**src/rtl/sadc_pkg.sv**
```systemverilog
`timescale 1ns/1ps
// Shared constants and types for the serial converter frame reader.
// Assumes the converter shifts one frame bit per sclk falling edge.
package sadc_pkg;
    localparam int FRAME_BITS = 16;                        // bits in a long frame
    localparam int SHORT_BITS = 14;                        // bits in a short frame
    localparam int LEAD_ZEROS = 2;                         // framing zeros ahead of data
    localparam int FCNT_W     = $clog2(FRAME_BITS + 1);    // falling-edge counter width
    localparam int IDX_W      = $clog2(FRAME_BITS);        // frame bit index width

    typedef enum logic [2:0] {
        ST_IDLE,
        ST_SETUP,
        ST_LOW,
        ST_HIGH,
        ST_QUIET
    } seq_state_t;
endpackage

```
**src/rtl/sadc_phase_timer.sv**
```systemverilog
`timescale 1ns/1ps
// Down-counter that times one sclk half period.
// Assumes load_val = half period - 1; expired is high in the last cycle.
module sadc_phase_timer #(
    parameter int DIV_W = 8
) (
    input  logic             clk,
    input  logic             rst_n,
    input  logic             load,
    input  logic [DIV_W-1:0] load_val,
    output logic             expired
);
    logic [DIV_W-1:0] cnt_q;

    // Reload on request, otherwise count down and rest at zero.
    always_ff @(posedge clk) begin
        if (!rst_n)
            cnt_q <= '0;
        else if (load)
            cnt_q <= load_val;
        else if (cnt_q != '0)
            cnt_q <= cnt_q - 1'b1;
    end

    assign expired = (cnt_q == '0);
endmodule

```
**src/rtl/sadc_frame_seq.sv**
```systemverilog
`timescale 1ns/1ps
// Frame sequencer: drives cs_n and sclk, decides when each bit is read,
// holds the configuration for the whole frame and times the quiet gap.
// Assumes out_busy is high while a sample has not been accepted.
module sadc_frame_seq
    import sadc_pkg::*;
#(
    parameter int DIV_W   = 8,
    parameter int QUIET_W = 8
) (
    input  logic               clk,
    input  logic               rst_n,
    input  logic               start_req,
    input  logic               run_en,
    input  logic               out_busy,
    input  logic               cfg_res_narrow,
    input  logic               cfg_frame_short,
    input  logic               cfg_rise_capture,
    input  logic [DIV_W-1:0]   cfg_half_div,
    input  logic [QUIET_W-1:0] cfg_quiet,
    output logic               cs_n,
    output logic               sclk,
    output logic               frame_start,
    output logic               frame_done,
    output logic               cap_en,
    output logic [IDX_W-1:0]   cap_idx,
    output logic               lat_narrow
);
    seq_state_t         st_q;
    logic [FCNT_W-1:0]  fall_cnt_q;
    logic [QUIET_W-1:0] quiet_cnt_q;
    logic [QUIET_W-1:0] quiet_q;
    logic [DIV_W-1:0]   half_q;
    logic               short_q;
    logic               rise_q;
    logic               req_q;
    logic               launch;
    logic               phase_end;
    logic               at_last;
    logic               tmr_load;
    logic [DIV_W-1:0]   tmr_val;
    logic [DIV_W-1:0]   half_in;

    // A divider setting of zero behaves as one.
    assign half_in = (cfg_half_div == '0) ? DIV_W'(1) : cfg_half_div;
    assign launch  = (st_q == ST_IDLE) && (run_en || start_req || req_q) && !out_busy;
    assign at_last = (fall_cnt_q == (short_q ? FCNT_W'(SHORT_BITS) : FCNT_W'(FRAME_BITS)));

    // Reload the half-period timer at frame start and at every phase change.
    always_comb begin
        tmr_load = launch;
        if (phase_end && (st_q == ST_SETUP || st_q == ST_LOW || st_q == ST_HIGH))
            tmr_load = 1'b1;
        tmr_val = launch ? (half_in - DIV_W'(1)) : (half_q - DIV_W'(1));
    end

    sadc_phase_timer #(.DIV_W(DIV_W)) u_timer (
        .clk      (clk),
        .rst_n    (rst_n),
        .load     (tmr_load),
        .load_val (tmr_val),
        .expired  (phase_end)
    );

    // Remember a start request that could not be served right away.
    always_ff @(posedge clk) begin
        if (!rst_n)
            req_q <= 1'b0;
        else if (launch)
            req_q <= 1'b0;
        else if (start_req)
            req_q <= 1'b1;
    end

    // Main frame state machine with the cs_n and sclk output registers.
    always_ff @(posedge clk) begin
        if (!rst_n) begin
            st_q        <= ST_IDLE;
            cs_n        <= 1'b1;
            sclk        <= 1'b1;
            fall_cnt_q  <= '0;
            quiet_cnt_q <= '0;
            quiet_q     <= '0;
            half_q      <= DIV_W'(1);
            short_q     <= 1'b0;
            rise_q      <= 1'b0;
            lat_narrow  <= 1'b0;
        end else begin
            case (st_q)
                ST_IDLE: begin
                    if (launch) begin
                        st_q       <= ST_SETUP;
                        cs_n       <= 1'b0;
                        fall_cnt_q <= '0;
                        half_q     <= half_in;
                        short_q    <= cfg_frame_short;
                        rise_q     <= cfg_rise_capture;
                        lat_narrow <= cfg_res_narrow;
                        quiet_q    <= cfg_quiet;
                    end
                end
                ST_SETUP: begin
                    if (phase_end) begin
                        st_q       <= ST_LOW;
                        sclk       <= 1'b0;
                        fall_cnt_q <= FCNT_W'(1);
                    end
                end
                ST_LOW: begin
                    if (phase_end) begin
                        st_q <= ST_HIGH;
                        sclk <= 1'b1;
                    end
                end
                ST_HIGH: begin
                    if (phase_end) begin
                        if (at_last) begin
                            st_q        <= ST_QUIET;
                            cs_n        <= 1'b1;
                            quiet_cnt_q <= quiet_q;
                        end else begin
                            st_q       <= ST_LOW;
                            sclk       <= 1'b0;
                            fall_cnt_q <= fall_cnt_q + 1'b1;
                        end
                    end
                end
                ST_QUIET: begin
                    if (quiet_cnt_q == '0)
                        st_q <= ST_IDLE;
                    else
                        quiet_cnt_q <= quiet_cnt_q - 1'b1;
                end
                default: st_q <= ST_IDLE;
            endcase
        end
    end

    // Choose which frame bit to read at this clock edge, if any.
    always_comb begin
        cap_en  = 1'b0;
        cap_idx = '0;
        if (phase_end) begin
            case (st_q)
                ST_SETUP: cap_en = !rise_q;
                ST_LOW: begin
                    if (rise_q && fall_cnt_q < FCNT_W'(FRAME_BITS)) begin
                        cap_en  = 1'b1;
                        cap_idx = fall_cnt_q[IDX_W-1:0];
                    end
                end
                ST_HIGH: begin
                    if (!rise_q && !at_last) begin
                        cap_en  = 1'b1;
                        cap_idx = fall_cnt_q[IDX_W-1:0];
                    end
                end
                default: cap_en = 1'b0;
            endcase
        end
    end

    assign frame_start = launch;
    assign frame_done  = (st_q == ST_HIGH) && phase_end && at_last;
endmodule

```
**src/rtl/sadc_bit_store.sv**
```systemverilog
`timescale 1ns/1ps
// Holds the bits read in one frame, pulls out the result and checks the leading zeros.
// Assumes bits that are never read stay at zero after the clear at frame start.
module sadc_bit_store
    import sadc_pkg::*;
#(
    parameter int RES_W    = 12,
    parameter int NARROW_W = 10
) (
    input  logic             clk,
    input  logic             rst_n,
    input  logic             clear,
    input  logic             cap_en,
    input  logic [IDX_W-1:0] cap_idx,
    input  logic             sdata_in,
    input  logic             narrow,
    output logic [RES_W-1:0] result,
    output logic             lead_err
);
    logic [FRAME_BITS-1:0] bits_q;
    logic [RES_W-1:0]      wide_res;
    logic [NARROW_W-1:0]   nar_res;
    logic [RES_W-1:0]      nar_ext;

    // Clear at frame start, then write each bit read into its slot.
    always_ff @(posedge clk) begin
        if (!rst_n)
            bits_q <= '0;
        else if (clear)
            bits_q <= '0;
        else if (cap_en)
            bits_q[cap_idx] <= sdata_in;
    end

    // MSB first after the leading zeros, for both result widths.
    for (genvar i = 0; i < RES_W; i++) begin : g_wide
        assign wide_res[RES_W-1-i] = bits_q[LEAD_ZEROS+i];
    end
    for (genvar j = 0; j < NARROW_W; j++) begin : g_nar
        assign nar_res[NARROW_W-1-j] = bits_q[LEAD_ZEROS+j];
    end
    if (RES_W > NARROW_W) begin : g_pad
        assign nar_ext = {{(RES_W-NARROW_W){1'b0}}, nar_res};
    end else begin : g_nopad
        assign nar_ext = nar_res;
    end

    assign result = narrow ? nar_ext : wide_res;

    // Leading zeros that were never read stay cleared, so rising mode checks bit 1 only.
    always_comb begin
        lead_err = 1'b0;
        for (int k = 0; k < LEAD_ZEROS; k++)
            lead_err = lead_err | bits_q[k];
    end
endmodule

```
**src/rtl/sadc_out_stage.sv**
```systemverilog
`timescale 1ns/1ps
// Valid/ready output register for one sample and its error flag.
// Assumes load only arrives while the stage is empty.
module sadc_out_stage #(
    parameter int RES_W = 12
) (
    input  logic             clk,
    input  logic             rst_n,
    input  logic             load,
    input  logic [RES_W-1:0] in_data,
    input  logic             in_err,
    input  logic             ready,
    output logic             valid,
    output logic [RES_W-1:0] data,
    output logic             err
);
    // Take a finished sample, hold it until the consumer accepts it.
    always_ff @(posedge clk) begin
        if (!rst_n) begin
            valid <= 1'b0;
            data  <= '0;
            err   <= 1'b0;
        end else if (load) begin
            valid <= 1'b1;
            data  <= in_data;
            err   <= in_err;
        end else if (valid && ready) begin
            valid <= 1'b0;
        end
    end
endmodule

```
**src/rtl/sadc_frame_reader.sv**
```systemverilog
`timescale 1ns/1ps
// Top level of the serial converter frame reader. It links the sequencer,
// the bit store and the output stage. Assumes sdata_in is already
// synchronous to clk, with the divider slow enough for the converter.
module sadc_frame_reader #(
    parameter int DIV_W    = 8,
    parameter int QUIET_W  = 8,
    parameter int RES_W    = 12,
    parameter int NARROW_W = 10
) (
    input  logic               clk,
    input  logic               rst_n,
    input  logic               start_req,
    input  logic               run_en,
    input  logic               cfg_res_narrow,
    input  logic               cfg_frame_short,
    input  logic               cfg_rise_capture,
    input  logic [DIV_W-1:0]   cfg_half_div,
    input  logic [QUIET_W-1:0] cfg_quiet,
    input  logic               sdata_in,
    output logic               cs_n,
    output logic               sclk,
    output logic               smp_valid,
    input  logic               smp_ready,
    output logic [RES_W-1:0]   smp_data,
    output logic               smp_err
);
    import sadc_pkg::*;

    logic             frame_start;
    logic             frame_done;
    logic             cap_en;
    logic [IDX_W-1:0] cap_idx;
    logic             lat_narrow;
    logic [RES_W-1:0] st_result;
    logic             st_err;

    sadc_frame_seq #(.DIV_W(DIV_W), .QUIET_W(QUIET_W)) u_seq (
        .clk              (clk),
        .rst_n            (rst_n),
        .start_req        (start_req),
        .run_en           (run_en),
        .out_busy         (smp_valid),
        .cfg_res_narrow   (cfg_res_narrow),
        .cfg_frame_short  (cfg_frame_short),
        .cfg_rise_capture (cfg_rise_capture),
        .cfg_half_div     (cfg_half_div),
        .cfg_quiet        (cfg_quiet),
        .cs_n             (cs_n),
        .sclk             (sclk),
        .frame_start      (frame_start),
        .frame_done       (frame_done),
        .cap_en           (cap_en),
        .cap_idx          (cap_idx),
        .lat_narrow       (lat_narrow)
    );

    sadc_bit_store #(.RES_W(RES_W), .NARROW_W(NARROW_W)) u_store (
        .clk      (clk),
        .rst_n    (rst_n),
        .clear    (frame_start),
        .cap_en   (cap_en),
        .cap_idx  (cap_idx),
        .sdata_in (sdata_in),
        .narrow   (lat_narrow),
        .result   (st_result),
        .lead_err (st_err)
    );

    sadc_out_stage #(.RES_W(RES_W)) u_out (
        .clk     (clk),
        .rst_n   (rst_n),
        .load    (frame_done),
        .in_data (st_result),
        .in_err  (st_err),
        .ready   (smp_ready),
        .valid   (smp_valid),
        .data    (smp_data),
        .err     (smp_err)
    );
endmodule

```
**config.mk**
```make
export PLATFORM = sky130hd
export DESIGN_NAME = sadc_frame_reader
export DESIGN_NICKNAME = d
export VERILOG_FILES = /design/src/rtl/sadc_pkg.sv /design/src/rtl/sadc_phase_timer.sv /design/src/rtl/sadc_frame_seq.sv /design/src/rtl/sadc_bit_store.sv /design/src/rtl/sadc_out_stage.sv /design/src/rtl/sadc_frame_reader.sv
export SDC_FILE = /design/constraint.sdc
export NUM_CORES = 1
export LEC_CHECK = 0
export ABC_AREA = 1
export ABC_CLOCK_PERIOD_IN_PS = 2000
export BUFFER_PORTS_ARGS = -buffer_cell sky130_fd_sc_hd__buf_4
export CAP_MARGIN = 20
export CELL_PAD_IN_SITES_DETAIL_PLACEMENT = 0
export CELL_PAD_IN_SITES_GLOBAL_PLACEMENT = 1
export CORE_ASPECT_RATIO = 0.9
export CORE_MARGIN = 3
export CORE_UTILIZATION = 42
export CTS_BUF_LIST = sky130_fd_sc_hd__clkbuf_16
export CTS_CLUSTER_SIZE = 28
export DETAILED_ROUTE_END_ITERATION = 8
export PLACE_DENSITY = 0.89
export REMOVE_ABC_BUFFERS = 1
export SLEW_MARGIN = 20
export SYNTH_ARGS = -nofsm -noshare
export SYNTH_HDL_FRONTEND = slang
export SYNTH_SLANG_ARGS = --single-unit
```
**constraint.sdc**
```tcl
create_clock -name clk -period 2 [get_ports clk]
set_input_delay 0.1 -clock clk [delete_from_list [all_inputs] [get_ports clk]]
set_output_delay 0.1 -clock clk [all_outputs]
set_load 0.03 [all_outputs]
```
# After elaboration in Yosys (flattened, before gate mapping)
# Cells that the tools add are included.
# word_totals
reg_bits,76
latchBits,0
ramBits,0
rom_bits,0
in_bits,25
output_inout_bits,16
wordCells,118
n_memories,0
# classes
add_sub_neg,5
multipliers,0
div,0
order_cmp,3
n_eq_ne,13
shift,0
mux,45
bitwise_logic,2
n_reduce_logical,34
# ops
cell,n
$mux W8,7
$sub A8 B1 Y8 const B,4
$mux W5,5
$logic_not A8 Y1,3
$mux W3,6
$bwmux W16,1
$pmux W8 S2,1
$pmux W3 S5,1
$pmux W5 S3,1
$reduce_and A5 Y1,3
$mux W1,14
$mux W12,1
$mux W4,3
$ne A2 B1 Y1 const B,6
$logic_and A1 B1 Y1,9
$pmux W4 S2,1
$reduce_and A4 Y1,2
$reduce_bool A2 Y1,4
$reduce_bool A8 Y1,1
$eq A3 B2 Y1 const B,2
$pmux W1 S3,2
$reduce_bool A3 Y1,2
$add A5 B1 Y5 const B,1
$eq A5 B5 Y1,1
other kinds (15),21

# Logic depth before layout (Yosys ltp)
# Gate-level depths: netlist of run 1.
# logic_depth
word_depth,12
depth_mapped,15
depth_no_buf,14

# Hierarchy
# A second synthesis of run 1 with hierarchy kept.
# hier_totals
cells_unflattened,614
hier_area_um2,4058.9
# modules_own_cells
mod,n_inst,cells_per_inst,area_each_um2,seq_area_each_um2
sadc_frame_seq,1,343,2252.2,760.7
sadc_bit_store,1,140,813.3,280.3
sadc_out_stage,1,61,515.5,280.3
sadc_phase_timer,1,70,478.0,160.2

# Worst setup path before layout of run 1
# OpenSTA, ideal clock, no wires.
# synth_timing
path_kind,register -> register
start,register u_out.valid
end,register u_seq.u_timer.cnt_q[6]
setup_ns,0.115
arrival_ns,1.736
required_ns,1.885
path_slack_ns,0.149
path_stages_with_launch,14
n_path_buf,1
period_less_slack_ns,1.851
path_cell_list,dfxtp_1 > inv_1 > nand2_1 > nor2_1 > buf_4 > nand2_1 > nand2_1 > nand2_1 > o21ai_0 > ha_1 > nand3_1 > clkinv_1 > a21oi_1 > nor2_1
# synth_between
elab_chain_cells,4
elab_cells_between_ends,6
classes_between,mux (3); reduce/logical (3)
# synth_lines
element,line,text
start: declaration,sadc_out_stage.sv:13,"output logic valid,"
start signal: assignment,sadc_out_stage.sv:20,valid <= 1'b0;
start signal: assignment,sadc_out_stage.sv:24,valid <= 1'b1;
start signal: assignment,sadc_out_stage.sv:28,valid <= 1'b0;
$logic_not A1 Y1 *,sadc_frame_seq.sv:46,assign launch = (st_q == ST_IDLE) && (run_en || start_req || req_q) && !out_busy;
$logic_and A1 B1 Y1 *,sadc_frame_seq.sv:46,
$mux W8 / $mux W1 (equally long branches),"sadc_frame_seq.sv:54, sadc_frame_seq.sv:52",
$mux W8 / $reduce_bool A2 Y1 (equally long branches),--,
end signal: assignment,sadc_phase_timer.sv:20,cnt_q <= load_val;
end signal: assignment,sadc_phase_timer.sv:22,cnt_q <= cnt_q - 1'b1;
end: declaration,sadc_phase_timer.sv:13,logic [DIV_W-1:0] cnt_q;
# Every way passes the cells marked *; elsewhere a longest branch is shown, timed or not.
# A chain may end at the register's enable or synchronous reset.

# Worst setup path after layout of run 1
# layout_timing
start,register u_seq.st_q[0]
end,register u_seq.u_timer.cnt_q[7]
# layout_between
elab_chain_cells,6
elab_cells_between_ends,13
classes_between,eq/ne (3); mux (3); reduce/logical (7)
# layout_lines
element,line,text
start: declaration,sadc_frame_seq.sv:29,seq_state_t st_q;
start signal: assignment,sadc_frame_seq.sv:78,st_q <= ST_IDLE;
start signal: assignment,sadc_frame_seq.sv:92,st_q <= ST_SETUP;
start signal: assignment,sadc_frame_seq.sv:104,st_q <= ST_LOW;
$eq A3 B1 Y1 / $eq A3 B2 Y1 (equally long branches),sadc_frame_seq.sv:52,if (phase_end && (st_q == ST_SETUP || st_q == ST_LOW || st_q == ST_HIGH))
$logic_or A1 B1 Y1 (2 in a row),sadc_frame_seq.sv:52,
$logic_and A1 B1 Y1,sadc_frame_seq.sv:52,
$mux W1,sadc_frame_seq.sv:52,
$mux W8 / $reduce_bool A2 Y1 (equally long branches),--,
# Parallel ways exist; a longest one is shown, timed or not.

==> impl_metrics.toml, run 1 <==
[outcome]
status = "finished, final reports clean"

[worst_hold_path]
min_to = "u_seq.short_q$_SDFFE_PN0P_"
hp-class = "primary input to register"
hp-start = "cfg_frame_short"
hold_depth = 3

[finish]
antennaDiodeCount = 0
nNetsFinal = 652
drive_gt1_share_pct = 23.1
area_growth_pct = 22.8
fillers = 861

[power_and_ir_drop]
p_int_uw = 3520
ir_drop_mv = 0.689
swShare_pct = 39.6
p_seq_share_pct = 31.4
comb_power_share_pct = 40.9
pwr-share-clk_pct = 27.7
p_sw_uw = 2310
power.density_nw_per_um2 = 1220
total_leakage_power_uw = 0.00209

[detailed_routing]
drtIter0Drc = 205
vias = 3676
post_drt_wl_per_cell_um = 12.8
remaining_drc_errors = 0
postRouteAntennaNets = 0
routed_via_density = 4.92
drtPass1Iterations = 4
finalWirelength_um = 9550

[logic_synthesis]
ys_seq_area_share_pct = 38.1
synth_warnings = 0
syn_avg_cell_area_um2 = 6.87
netlist_instances = 566
synth_top_area_share_pct = 38.1
mappedNetlistArea_um2 = 3890
synthTopCellsByArea = "dfxtp_1 38%, nand2_1 12%, nor2_1 7.7%"
synth_common_cells = "124 x nand2_1, 80 x nor2_1, 74 x dfxtp_1"
yosys_register_bits = 74
synth-async-reset-ratio_pct = 0
synth_edf_count = 0
ys.flop_type = "dfxtp_1"
netlist-cell-type-count = 42
synth_area_leader_cell = "dfxtp_1"
yosysMostFrequentCell = "nand2_1"

[timing]
hold_viol = 0
fin_crit_sh_pct = 91.6
worst_clock_skew_ns = 0.0124
slew_headroom_pct = 71.0
clock.fmax_mhz = 546
fin_ws_ns = 0.168
worst_slew_pin_slew_ns = 0.433
maxSlewViolCount = 0
rsz0062_at_grt = "false"
setup_tns_ns = 0
fin_crit_ns = 1.83
finalSetupViolCount = 0

[setup_path]
worstPathArrival_ns = 2.06
crit_fanout = 6
start_kind = "register"
reg2reg_from = "u_seq.st_q[0]$_SDFFE_PN0P_"
r2r-end = "u_seq.u_timer.cnt_q[7]$_SDFFE_PN0P_"
reg2reg_slack_ns = 0.17
cp-end-kind = "register"
ff2ff_path_depth = 13
required_ns = 2.23
path_class = "register to register"

[global_route]
overflow = 0
antenna_found_initial = 0
grt_usage_pct = 19.1
grt_pass1_vias = 3386
grt_pass1_wl_um = 16200
grt_max_degree = 37

[cts]
clk_pin_slew_ns = 0.06
ctsHoldBuffers = 0
root_buffer = "clkbuf_16"
cts.sinks = 74
clk_latency_ns = 0.34
clock_path_buffers = 2
cts_tree = "done"
h-tree-depth = 3
cts_buffers = 9

[place]
post-place-ws_ns = 0.0360
place_congestion = 0.854
dp_hpwl_um = 7010
io_buffers = 40

[die]
placeableCoreArea_um2 = 8770
die-area_um2 = 10400
start_util_pct = 44.3
io_pins = 41
row_count = 32
die_w_um = 107
chipHeight_um = 97.3

[job]
cap_violations = 0
cell usage in the layout, fill, tap and decap left out, types with 2 or more instances in the layout:
master / netlist / layout
nand2_1: 124 / 121
nor2_1: 80 / 77
dfxtp_1: 74 / 74
buf_4: 3 / 65
inv_1: 46 / 47
o21ai_0: 42 / 40
nand3_1: 38 / 37
a21oi_1: 31 / 31
a31oi_1: 15 / 15
inv_2: 12 / 12
o21ai_1: 11 / 12
nand2_2: 9 / 11
nor2_2: 9 / 10
clkbuf_16: 0 / 9
nor2_4: 5 / 7
nand4_1: 7 / 7
o21ai_2: 4 / 5
nand3_2: 3 / 5
clkinv_1: 3 / 3
xor2_1: 3 / 3
ha_1: 4 / 3
nand3_4: 2 / 2
nand2_4: 1 / 2
or2_1: 2 / 2
nor3_1: 3 / 2
o21a_1: 2 / 2
o211ai_1: 2 / 2
clkinv_2: 1 / 2
nor3_2: 1 / 2
inv_6: 0 / 2
cells by family (layout without fill, tap and decap cells):
family / after synthesis / after routing / share of synthesized area [%]
adders and majority gates: 4 / 4 / 1.29
xor gates and xnor gates: 3 / 3 / 0.676
DFF: 74 / 74 / 38.1
AOI/OAI and AO/OA: 113 / 113 / 16.4
buffers and inverters: 83 / 144 / 9.08
and+or+nand+nor: 289 / 290 / 34.4
worst max-delay path by stage:
| stage | startpoint | to | slack [ns] | depth (start not counted) |
|---|---|---|---|---|
| 3_3_place_gp | u_seq.st_q[0]$_SDFFE_PN0P_ | u_seq.u_timer.cnt_q[4]$_SDFFE_PN0P_ | 0.08 | 11 |
| 6_report | u_seq.st_q[0]$_SDFFE_PN0P_ | u_seq.u_timer.cnt_q[7]$_SDFFE_PN0P_ | 0.17 | 13 |
| 2_1_floorplan | u_out.valid$_SDFFE_PN0P_ | u_seq.u_timer.cnt_q[6]$_SDFFE_PN0P_ | -0.38 | 12 |
| 3_5_place_dp | u_seq.st_q[0]$_SDFFE_PN0P_ | u_seq.u_timer.cnt_q[4]$_SDFFE_PN0P_ | 0.04 | 11 |
| 5_1_grt | u_seq.st_q[2]$_SDFFE_PN0P_ | u_store.bits_q[10]$_SDFFE_PP0P_ | 0.004 | 13 |
| 4_1_cts | u_seq.st_q[0]$_SDFFE_PN0P_ | u_seq.u_timer.cnt_q[4]$_SDFFE_PN0P_ | 0.02 | 11 |
flip-flops by register name (all words and copies together), names as in the netlist, 3 cells and up:
| name | cells |
|---|---|
| u_seq.fall_cnt_q | 5 |
| u_seq.st_q | 3 |
| u_out.data | 12 |
| u_seq.half_q | 8 |
| u_seq.quiet_q | 8 |
| u_seq.u_timer.cnt_q | 8 |
| u_store.bits_q | 14 |
| u_seq.quiet_cnt_q | 8 |
per-stage QoR:
step / std cells / hold slack [ns] / utilization (%) / cell area (um2) / total power (uW)
final: 747 / 0.0102 / 54.4 / 4770 / 5830
after global routing: 747 / 0.0141 / 54.4 / 4770 / 6240
after CTS: 743 / 0.00586 / 53.4 / 4680 / 5690
after detailed placement: 727 / 0.360 / 50.1 / 4390 / 4060
after global placement: 727 / 0.348 / 50.1 / 4390 / 4050
after floorplan: 545 / 0.169 / - / 3770 / 3370
critical path, stage by stage, from the launching register on:
cell,delay [ns]
dfxtp_1,0.34
inv_2,0.10
nand2_2,0.10
nor2_4,0.17
nand3_4,0.15
nand2_4,0.13
buf_4,0.14
nand2_1,0.07
nand2_2,0.12
nand2_2,0.09
nor2_4,0.12
nand3_1,0.09
nand2_1,0.09
nor2_2,0.03
area by class of cell:
| class | count | area, um2 | area share, % |
|---|---|---|---|
| Clock buffer | 9 | 225 | 4.72 |
| Clock inverter | 7 | 68.8 | 1.44 |
| Inverter | 62 | 236 | 4.96 |
| Multi-Input combinational cell | 410 | 2110 | 44.3 |
| Sequential cell | 74 | 1480 | 31.0 |
| Tap cell | 119 | 149 | 3.12 |
| Timing Repair Buffer | 66 | 499 | 10.5 |
power groups by stage:
stage | combinational (uW) | clock (uW) | sequential (uW)
after detailed placement | 2210 | 0 | 1850
after floorplan | 1510 | 0 | 1860
final | 2390 | 1620 | 1830
after global routing | 2700 | 1690 | 1850
after CTS | 2230 | 1640 | 1820
after global placement | 2200 | 0 | 1850
layer usage:
metal | wire length, um | up-vias | GRT usage (%)
li1 | - | 1964 | -
met1 | 5100 | 1653 | 28.5
met2 | 3970 | 51 | 27.4
met3 | 373 | 8 | 4.85
met4 | 100 | 0 | 4.37
met5 | 0 | - | 0
repair_timing:
| item | CTS | global route |
|---|---|---|
| setup endpoints to repair | 0 | 13 |
| endpoints found under the hold margin | 0 | 0 |
| setup buffers | 0 | 3 |
| gates resized for setup | 0 | 20 |
(Power assumes the default switching activity.)
==> inputs of run 2 (changes only) <==
Settings changed: CTS_CLUSTER_DIAMETER from default to 60, GPL_TIMING_DRIVEN from default to 0, SKIP_CTS_REPAIR_TIMING from default to 1.
==> run 2 against run 1 <==
Compared with the run above: clock skew decreased by 0.0060 ns; critical path depth shrank 1; wire length is 2.7% higher; register-to-register slack worse by 0.17 ns; critical endpoint is now u_seq.u_timer.cnt_q[2]$_SDFFE_PN0P_; largest cell class unchanged.
==> impl_metrics.toml, run 2 (same netlist as run 1, synthesis figures left out) <==
[outcome]
status = "finished, final reports clean"

[cts]
cts_buffers = 9
h-tree-depth = 3
clk_latency_ns = 0.33
clock_path_buffers = 2
root_buffer = "clkbuf_16"
cts.sinks = 74
cts_tree = "done"
clk_pin_slew_ns = 0.06

[detailed_routing]
routed_via_density = 5.07
finalWirelength_um = 9810
vias = 3792
postRouteAntennaNets = 0
drtPass1Iterations = 4
drtIter0Drc = 218
remaining_drc_errors = 0
post_drt_wl_per_cell_um = 13.1

[finish]
layout_commonest_cell = "nand2_1"
antennaDiodeCount = 0
nNetsFinal = 653
top_register = "u_store.bits_q"
drive_gt1_share_pct = 25.4
largest_reg_flops = 14
layout_common_cells = "119 x nand2_1, 75 x nor2_1, 64 x dfxtp_1"
area_growth_pct = 25.3
seq_area_um2 = 1490
fillers = 849
multi_input_area_um2 = 2180
layoutNonFillerInstCount = 748
reg_top3 = "u_store.bits_q: 14 flops, u_out.data: 12 flops"

[global_route]
grt_pass1_vias = 3364
grt_max_degree = 37
antenna_found_initial = 0
grt_usage_pct = 18.0
overflow = 0
grt_pass1_wl_um = 15500

[timing]
hold_viol = 0
setup_tns_ns = 0
clock.fmax_mhz = 500
slew_headroom_pct = 55.7
fin_crit_ns = 2.00
worst_slew_pin_slew_ns = 0.660
rsz0062_at_grt = "true"
finalSetupViolCount = 0
fin_crit_sh_pct = 99.9
maxSlewViolCount = 0
worst_clock_skew_ns = 0.00640

[die]
die-area_um2 = 10400
row_count = 32
placeableCoreArea_um2 = 8770
start_util_pct = 44.3
die_w_um = 107
io_pins = 41
chipHeight_um = 97.3

[power_and_ir_drop]
total_leakage_power_uw = 0.00213
ir_drop_mv = 0.861
power.density_nw_per_um2 = 1270
p_total_uw = 6210

[place]
dp_cells = 704
place_congestion = 0.868
dp_hpwl_um = 6410
io_buffers = 40

[job]
cap_violations = 0

[setup_path]
required_ns = 2.26
start_kind = "register"
worstPathArrival_ns = 2.26
crit_fanout = 8
cp-end-kind = "register"
path_class = "register to register"

[worst_hold_path]
hp-class = "primary input to register"
run 2: final cells by class:
cell class	count	share of cell area, %
clock buffers	9	4.62
repair buffers	64	10.1
flip-flops and latches	74	30.7
multi-input cells	413	44.8
clock inverters	7	1.90
well taps	119	3.06
inverters	62	4.85
run 2: final timing paths:
path / start / to / cells after the start / slack, ns
max reg2reg: u_seq.u_timer.cnt_q[6]$_SDFFE_PN0P_ / u_seq.u_timer.cnt_q[2]$_SDFFE_PN0P_ / 12 / 0.002
min reg2reg: u_store.bits_q[12]$_SDFFE_PP0P_ / u_store.bits_q[12]$_SDFFE_PP0P_ / 2 / 0.46
max: u_seq.u_timer.cnt_q[6]$_SDFFE_PN0P_ / u_seq.u_timer.cnt_q[2]$_SDFFE_PN0P_ / 12 / 0.002
min: start_req / u_seq.req_q$_SDFFE_PP0P_ / 3 / 0.02
run 2: power by group:
group | switching, uW | total [uW] | internal [uW]
logic | 1650 | 2620 | 973
registers | 157 | 1870 | 1710
clock network | 628 | 1720 | 1090
run 2: worst max-delay path, cell delays in order (launching register included):
cell	delay, ns
dfxtp_2	0.32
nor2_2	0.10
nand3_2	0.11
nor2_4	0.26
nand2_4	0.12
nand2_8	0.12
inv_4	0.06
nand2_1	0.07
nand2_2	0.06
ha_2	0.18
buf_4	0.13
or2_1	0.21
a31oi_1	0.16
run 2: per-stage QoR:
| step | cell area [um2] | hold slack [ns] | worst slack, ns | util, % |
|---|---|---|---|---|
| 2_1_floorplan | 3770 | 0.169 | -0.375 | - |
| 3_3_place_gp | 4220 | 0.339 | -0.942 | 48.1 |
| 3_5_place_dp | 4220 | 0.352 | -0.577 | 48.1 |
| 4_1_cts | 4540 | 0.00488 | -0.591 | 51.7 |
| 5_1_grt | 4870 | 0.0290 | -0.0981 | 55.6 |
| 6_report | 4870 | 0.0171 | 0.00179 | 55.6 |
run 2: per-layer routing:
metal	global-route usage (%)	wire length (um)	up-vias
met3	4.72	467	9
met1	25.3	4850	1753
li1	-	-	1966
met5	0	0	-
met4	4.37	110	0
met2	27.5	4380	64
==> inputs of run 3 (changes only) <==
Settings changed: HOLD_SLACK_MARGIN from default to 0.1.
==> run 3 against run 2 <==
Compared with the run above: the run now ends with negative setup slack left; core utilization increased by 1.5 points; critical path depth did not move; setup slack got worse by 0.0077 ns; global-route usage is the same; cell count increased by 1.7%; clock power about the same; combinational power about the same; count of clock-buffer cells in the layout is the same; die area is the same; critical path type unchanged.
==> impl_metrics.toml, run 3 (same netlist as run 1, synthesis figures left out) <==
[power_and_ir_drop]
power.density_nw_per_um2 = 1250
ir_drop_mv = 0.878
total_leakage_power_uw = 0.00218
p_sw_uw = 2440
pwr-share-clk_pct = 27.5
comb_power_share_pct = 42.5
swShare_pct = 39.1
p_seq_share_pct = 30.0
p_int_uw = 3800

[timing]
fin_crit_sh_pct = 100
maxSlewViolCount = 0
worst_clock_skew_ns = 0.00574
hold_viol = 0
worst_slew_pin_slew_ns = 0.659
slew_headroom_pct = 55.8
fin_crit_ns = 2.01
finalSetupViolCount = 1
rsz0062_at_grt = "true"
clock.fmax_mhz = 499
fin_ws_ns = -0.00596

[finish]
drive_gt1_share_pct = 24.9
area_growth_pct = 28.7
reg_top3 = "u_store.bits_q: 14 flops, u_out.data: 12 flops"
multi_input_area_um2 = 2180
fillers = 838
antennaDiodeCount = 0
nNetsFinal = 666
layout_common_cells = "119 x nand2_1, 75 x nor2_1, 64 x dfxtp_1"
layout_commonest_cell = "nand2_1"
final_cell_area_um2 = 5000
largest_reg_flops = 14
top_register = "u_store.bits_q"
seq_area_um2 = 1490

[place]
io_buffers = 40
post-place-ws_ns = -0.577
dpl-instance-area_um2 = 4220
dp_hpwl_um = 6410
place_congestion = 0.868

[outcome]
violations = "negative setup slack"
status = "complete, but fails checks"

[cts]
cts.sinks = 74
cts_tree = "done"
cts_buffers = 9
h-tree-depth = 3
root_buffer = "clkbuf_16"
clk_pin_slew_ns = 0.06
clock_path_buffers = 2
clk_latency_ns = 0.33

[setup_path]
start_kind = "register"
reg2reg_from = "u_seq.u_timer.cnt_q[6]$_SDFFE_PN0P_"
crit_path_start = "u_seq.u_timer.cnt_q[6]$_SDFFE_PN0P_"
path_class = "register to register"
required_ns = 2.26
crit_fanout = 8
cp-end-kind = "register"
worstPathArrival_ns = 2.26

[worst_hold_path]
hp-class = "primary input to register"
hp-start = "cfg_quiet[6]"

[die]
die_w_um = 107
row_count = 32
start_util_pct = 44.3
io_pins = 41
placeableCoreArea_um2 = 8770
die-area_um2 = 10400
chipHeight_um = 97.3

[global_route]
grt_max_degree = 37
grt_usage_pct = 18.0
grt_pass1_vias = 3364
antenna_found_initial = 0
grt_pass1_wl_um = 15500
overflow = 0

[detailed_routing]
post_drt_wl_per_cell_um = 13.0
remaining_drc_errors = 0
drtIter0Drc = 268
routed_via_density = 5.04
vias = 3839
finalWirelength_um = 9920
drtPass1Iterations = 4
postRouteAntennaNets = 0

[job]
cap_violations = 0
run 3: cell types whose count changed in the layout (fill, tap and decap cells not counted):
cell | previous run | this run
dlygate4sd3_1 | 0 | 13
run 3: through the flow:
stage	hold WS [ns]	util, %	instances	power [uW]	TNS [ns]
2_1_floorplan	0.169	-	545	3370	-1.83
3_3_place_gp	0.339	48.1	704	3820	-20.52
3_5_place_dp	0.352	48.1	704	3860	-10.04
4_1_cts	0.00488	51.7	720	5580	-10.68
5_1_grt	0.0885	57.0	761	6660	-0.442
6_report	0.0439	57.0	761	6230	-0.00596
run 3: path summary, 6_finish.rpt:
kind	to	slack (ns)	cells past startpoint
setup / recovery	u_seq.u_timer.cnt_q[2]$_SDFFE_PN0P_	-0.006	12
hold / removal	u_seq.quiet_q[6]$_SDFFE_PN0P_	0.04	3
setup reg to reg	u_seq.u_timer.cnt_q[2]$_SDFFE_PN0P_	-0.006	12
hold reg to reg	u_store.bits_q[12]$_SDFFE_PP0P_	0.46	2
run 3: power groups by stage:
stage                     logic [uW]  registers, uW  clock network, uW
after CTS                       1990           1850               1750
after global placement          1950           1870                  0
after detailed placement        1980           1880                  0
after global routing            2950           1900               1820
after floorplan                 1510           1860                  0
final                           2650           1870               1710
run 3: cell type report:
cell class / instances / share of cell area, %
well taps: 119 / 2.98
clock buffers: 9 / 4.50
inverters: 62 / 4.73
clock inverters: 7 / 1.85
multi-input cells: 413 / 43.6
repair buffers: 77 / 12.5
flip-flops and latches: 74 / 29.9
run 3: layer usage:
layer | vias to the layer above | track usage [%] | routed length (um)
met5 | - | 0 | 0
met4 | 0 | 4.37 | 85
met3 | 8 | 4.72 | 513
met2 | 72 | 27.5 | 4450
met1 | 1770 | 25.3 | 4870
li1 | 1989 | - | -
run 3: critical path, stage by stage (launching register included):
cell,delay [ns]
dfxtp_2,0.32
nor2_2,0.10
nand3_2,0.11
nor2_4,0.26
nand2_4,0.12
nand2_8,0.12
inv_4,0.06
nand2_1,0.07
nand2_2,0.06
ha_2,0.18
buf_4,0.13
or2_1,0.21
a31oi_1,0.16
